<file path="config.mk">
export PLATFORM = sky130hd
export DESIGN_NAME = port_change_watch
export DESIGN_NICKNAME = d
export VERILOG_FILES = /design/src/rtl/port_change_pkg.sv /design/src/rtl/pcw_sync.sv /design/src/rtl/pcw_snapshot.sv /design/src/rtl/pcw_flag.sv /design/src/rtl/port_change_watch.sv
export SDC_FILE = /design/constraint.sdc
export NUM_CORES = 1
export LEC_CHECK = 0
export BUFFER_PORTS_ARGS = -buffer_cell sky130_fd_sc_hd__clkbuf_2
export CAP_MARGIN = 25
export CORE_AREA = 2 2 39 41
export CTS_CLUSTER_SIZE = 10
export DETAILED_ROUTE_END_ITERATION = 10
export DIE_AREA = 0 0 41 43
export SYNTH_ARGS = -nofsm -noshare
export SYNTH_HDL_FRONTEND = slang
export SYNTH_SLANG_ARGS = --single-unit
export TNS_END_PERCENT = 20
</file>
<file path="constraint.sdc">
create_clock -name clk -period 1 [get_ports clk]
set_input_delay 0 -clock clk [delete_from_list [all_inputs] [get_ports clk]]
set_output_delay 0 -clock clk [all_outputs]
set_load 0.005 [all_outputs]
</file>
<file path="src/rtl/port_change_pkg.sv">
package port_change_pkg;

    // Direction encoding of one port pin
    typedef enum logic {
        PIN_OUTPUT = 1'b0,
        PIN_INPUT  = 1'b1
    } pin_dir_e;

    // Registered outputs of the flag stage
    typedef struct packed {
        logic flag;
        logic wake;
    } change_state_t;

    localparam change_state_t CHANGE_IDLE = '{flag: 1'b0, wake: 1'b0};

    // Next flag value: a set condition beats a clear in the same cycle
    function automatic logic next_flag(input logic cur, input logic set_c, input logic clr_c);
        if (set_c)
            return 1'b1;
        else if (clr_c)
            return 1'b0;
        else
            return cur;
    endfunction

endpackage

</file>
<file path="src/rtl/pcw_sync.sv">
module pcw_sync #(
    parameter int WIDTH  = 4,
    parameter int STAGES = 2
) (
    input  logic             clk,
    input  logic [WIDTH-1:0] d_async,
    output logic [WIDTH-1:0] q_sync
);
    logic [WIDTH-1:0] stage_q [STAGES];

    // The chain is not reset: it must keep sampling while reset is held
    always_ff @(posedge clk) begin
        stage_q[0] <= d_async;
    end

    generate
        for (genvar s = 1; s < STAGES; s++) begin : g_stage
            always_ff @(posedge clk) begin
                stage_q[s] <= stage_q[s-1];
            end
        end
    endgenerate

    assign q_sync = stage_q[STAGES-1];
endmodule

</file>
<file path="src/rtl/pcw_snapshot.sv">
module pcw_snapshot
    import port_change_pkg::*;
#(
    parameter int WIDTH = 4
) (
    input  logic             clk,
    input  logic             rst,
    input  logic [WIDTH-1:0] pin_s,
    input  logic [WIDTH-1:0] dir_w,
    input  logic             access,
    output logic [WIDTH-1:0] mismatch
);
    logic [WIDTH-1:0] ref_q;

    // Reference follows the pins during reset, then only on port access
    always_ff @(posedge clk) begin
        if (rst || access)
            ref_q <= pin_s;
    end

    generate
        for (genvar i = 0; i < WIDTH; i++) begin : g_cmp
            assign mismatch[i] = (pin_dir_e'(dir_w[i]) == PIN_INPUT) && (pin_s[i] != ref_q[i]);
        end
    endgenerate

    // an access loads the snapshot with the synchronized pins
    a_r7_refresh_loads: assert property (@(posedge clk) disable iff (rst)
        access |=> ref_q == $past(pin_s));

    // without an access the snapshot holds
    a_r7_snapshot_holds: assert property (@(posedge clk) disable iff (rst)
        !access |=> $stable(ref_q));
endmodule

</file>
<file path="src/rtl/pcw_flag.sv">
module pcw_flag
    import port_change_pkg::*;
(
    input  logic          clk,
    input  logic          rst,
    input  logic          set_c,
    input  logic          clr_c,
    output change_state_t st_q
);
    always_ff @(posedge clk) begin
        if (rst) begin
            st_q <= CHANGE_IDLE;
        end else begin
            st_q.flag <= next_flag(st_q.flag, set_c, clr_c);
            st_q.wake <= set_c;
        end
    end

    // a live mismatch always leaves the flag set, clear or not
    a_r6_set_wins: assert property (@(posedge clk) disable iff (rst)
        set_c |=> st_q.flag);

    // a clear with no mismatch empties the flag
    a_r5_clear_takes: assert property (@(posedge clk) disable iff (rst)
        (clr_c && !set_c) |=> !st_q.flag);

    // with neither event the flag holds
    a_r5_flag_holds: assert property (@(posedge clk) disable iff (rst)
        (!clr_c && !set_c) |=> $stable(st_q.flag));

    // wake follows the condition of the previous edge
    a_r9_wake_tracks: assert property (@(posedge clk) disable iff (rst)
        !set_c |=> !st_q.wake);
endmodule

</file>
<file path="src/rtl/port_change_watch.sv">
module port_change_watch
    import port_change_pkg::*;
#(
    parameter int PORT_W      = 8,
    parameter int WATCH_W     = 4,
    parameter int SYNC_STAGES = 2
) (
    input  logic              clk,
    input  logic              rst,
    input  logic [PORT_W-1:0] pin_async,
    input  logic [PORT_W-1:0] dir_in,
    input  logic              port_rd,
    input  logic              port_wr,
    input  logic              flag_clr,
    output logic              change_flag,
    output logic              wake_req
);
    localparam int WATCH_LO = PORT_W - WATCH_W;

    logic [WATCH_W-1:0] pin_s;
    logic [WATCH_W-1:0] mismatch;
    logic               any_change;
    change_state_t      st;

    // Low pins are not watched
    logic unused_low;
    assign unused_low = ^{pin_async[WATCH_LO-1:0], dir_in[WATCH_LO-1:0]};

    pcw_sync #(
        .WIDTH  (WATCH_W),
        .STAGES (SYNC_STAGES)
    ) u_sync (
        .clk     (clk),
        .d_async (pin_async[PORT_W-1:WATCH_LO]),
        .q_sync  (pin_s)
    );

    pcw_snapshot #(
        .WIDTH (WATCH_W)
    ) u_snap (
        .clk      (clk),
        .rst      (rst),
        .pin_s    (pin_s),
        .dir_w    (dir_in[PORT_W-1:WATCH_LO]),
        .access   (port_rd || port_wr),
        .mismatch (mismatch)
    );

    assign any_change = |mismatch;

    pcw_flag u_flag (
        .clk   (clk),
        .rst   (rst),
        .set_c (any_change),
        .clr_c (flag_clr),
        .st_q  (st)
    );

    assign change_flag = st.flag;
    assign wake_req    = st.wake;

    // a wake request is never raised without the flag
    a_r9_wake_implies_flag: assert property (@(posedge clk) disable iff (rst)
        wake_req |-> change_flag);

    // outputs are idle on the first edge out of reset
    a_r1_reset_idle: assert property (@(posedge clk)
        rst |=> (!change_flag && !wake_req));
endmodule

</file>
==> results.sh <==
export IMPL_postSynthCellCount=24
export IMPL_synth_area_um2=394.1
export IMPL_syn_to_final_growth_pct=49.84
export IMPL_synth_area_top_cells="dfxtp_1 51%, edfxtp_1 30%, xor2_1 8.9%"
export IMPL_grt_max_degree=9
export IMPL_fin_crit_ns=0.9327
export IMPL_yosysMostFrequentCell="dfxtp_1"
export IMPL_routed_via_density=4.094
export IMPL_avgSynthCellArea_um2=16.42
export IMPL_max_freq_mhz=1072
export IMPL_synth_nets=45
export IMPL_antenna_found_initial=0
export IMPL_powerDensity_mw_per_mm2=1883
export IMPL_use_met1_pct=5.387
export IMPL_pin_count=23
export IMPL_clock_latency_ns=0.27
export IMPL_hold_class="in -> reg"
export IMPL_grt_busiest_layer="met2"
export IMPL_rows=14
export IMPL_cts_buffers=3
export IMPL_met2_usage_pct=10.31
export IMPL_finalCritPeriodShare_pct=93.27
export IMPL_ant_nets=0
export IMPL_grt_first_pass_wirelength_um=745
export IMPL_ys_ff_latch=14
export IMPL_static_leakage_power_nw=0.2595
export IMPL_required_ns=1.16
export IMPL_drt_total_wl_um=549
export IMPL_use_met3_pct=6.283
export IMPL_synth_cell_types=8
export IMPL_synthTopCellsByCount="10 x dfxtp_1, 4 x edfxtp_1, 4 x xor2_1, 2 x a22oi_1"
export IMPL_cts_tree="built"
export IMPL_drv_slew=0
export IMPL_die_area_mm2=0.001763
export IMPL_setup_viol=0
export IMPL_hold_violations=0
export IMPL_worst_slew_pin_transition_ns=0.1940
export IMPL_outcome="completed"
export IMPL_cts_sinks=14
export IMPL_drive_above_1_share_pct=41.67
export IMPL_ir_worst_vdd_v=0.001137
export IMPL_slew_headroom_pct=87.07
export IMPL_arrival_ns=1.09
export IMPL_grt_pass1_vias=229
export IMPL_crit_family="flip-flops"
export IMPL_cts_root_buf="clkbuf_4"
export IMPL_dr_pass1_iters=1
export IMPL_skew_ns=0.002433
export IMPL_clk_path_buf_depth=2
export IMPL_portBuffers=14
export IMPL_antennaDiodeCount=0
export IMPL_max_cap_violations=0
export IMPL_cpPeakStageDelay_ns=0.38
export IMPL_vias=262
export IMPL_hold_slack_ns=0.02788
export IMPL_routedWlPerCell_um=8.578
export IMPL_nNetsFinal=70
export IMPL_track_usage_pct=6.823
export IMPL_synth_top_area_share_pct=50.79
export IMPL_htreeDepth=1
export IMPL_ys_warnings_count=0
export IMPL_gp_routability_congestion=0.5105
export IMPL_synth_edff_count=4
export IMPL_fillers=136
export IMPL_cp_max_fo=2
export IMPL_clk_pin_slew_worst_paths_ns=0.08
export IMPL_end_kind="flip-flop"
export IMPL_critPathKind="reg -> reg"
export IMPL_rsz0062_at_grt="false"
export IMPL_postLayoutCoreUtil_pct=42.68
export IMPL_slowest_stage="edfxtp_1"
export IMPL_die_x_um=41
export IMPL_start_kind="flip-flop"
export IMPL_cp_num_buf_inv=0
export IMPL_async_reset_ff_share_pct=0
export IMPL_yosysSeqAreaShare_pct=81.27
export IMPL_drc=0
export IMPL_initial_core_util_pct=28.48
export IMPL_overflow=0
export IMPL_die_y_um=43
export IMPL_critical_path_cell_chain="xor2_1 > a22oi_2 > a31oi_1"
export IMPL_synth_top_area_cell="dfxtp_1"
export IMPL_coreArea_mm2=0.001384
export IMPL_drt_first_iter_violations=0
export IMPL_synth_ff_type="dfxtp_1"
-- logic make-up (layout without fill, tap and decap cells) --
group	count (synthesis)	count (layout)	synth area share [%]
flip-flops	14	14	81.27
XOR/XNOR	4	4	8.888
buffers and inverters	0	24	0
AO/OA/AOI/OAI	4	4	6.665
AND/OR/NAND/NOR	2	2	3.177
-- stage by stage --
stage          cells  setup TNS, ns  instance area, um2  worst slack, ns  total power, mW
4_1_cts           64              0               580.6         0.003472            1.126
3_3_place_gp      54              0               484.2         0.006263           0.7170
5_1_grt           64              0               590.6         0.002102            1.176
6_report          64              0               590.6          0.06730            1.112
2_1_floorplan     24              0               394.1          0.05602           0.6811
3_5_place_dp      54      -0.006020               484.2        -0.006020           0.7195
-- worst register-to-register path: stages, from the launching register on --
cell and delay, ns:
edfxtp_1 0.38, xor2_1 0.18, a22oi_2 0.17, a31oi_1 0.10
-- registers in the layout (all words and copies together) (netlist names) --
name and count:
u_sync.stage_q 8, u_snap.ref_q 4, u_flag.st_q 2
-- layout make-up --
cell class	instances	area (um2)	share of cell area (%)
Timing Repair Buffer	20	130.1	22.03
Sequential cell	14	320.3	54.24
Clock buffer	4	36.28	6.144
Tap cell	16	20.02	3.390
Multi-Input combinational cell	10	83.83	14.19
-- what timing repair did --
| item | in CTS | in global routing |
|---|---|---|
| resized for setup | 0 | 2 |
| endpoints found under the setup margin | 2 | 2 |
| setup buffers | 0 | 0 |
| endpoints found under the hold margin | 6 | 0 |
| pin swaps | 3 | 1 |
| hold buffers | 6 | 0 |
-- placed cells by master (no fill, tap or decap) --
cell type	n
a31oi_1	1
clkbuf_2	14
nand2b_1	1
edfxtp_1	4
clkbuf_8	1
a21oi_1	1
dfxtp_1	10
xor2_1	4
a22oi_2	2
or3_1	1
clkbuf_4	3
dlygate4sd3_1	6
-- routing by layer --
| metal | vias to the layer above | wire [um] | share of wire (%) |
|---|---|---|---|
| li1 | 134 | - | - |
| met2 | 13 | 259 | 47 |
| met5 | - | 0 | 0 |
| met4 | 0 | 0 | 0 |
| met1 | 115 | 231 | 42 |
| met3 | 0 | 57 | 10 |
-- report_power, final --
group	switching, mW	internal [mW]	total [mW]
logic	0.0330	0.0597	0.0927
clock network	0.160	0.221	0.381
registers	0.0151	0.623	0.638
-- path summary, 6_finish.rpt --
check	startpoint	cells after the start	slack, ns	to
setup / recovery	u_snap.ref_q[3]	3	0.07	u_flag.st_q[1]
hold / removal	dir_in[4]	3	0.03	u_flag.st_q[0]
setup reg to reg	u_snap.ref_q[3]	3	0.07	u_flag.st_q[1]
hold reg to reg	u_sync.stage_q[0][3]	0	0.33	u_sync.stage_q[0][7]
(Power assumes the default switching activity.)
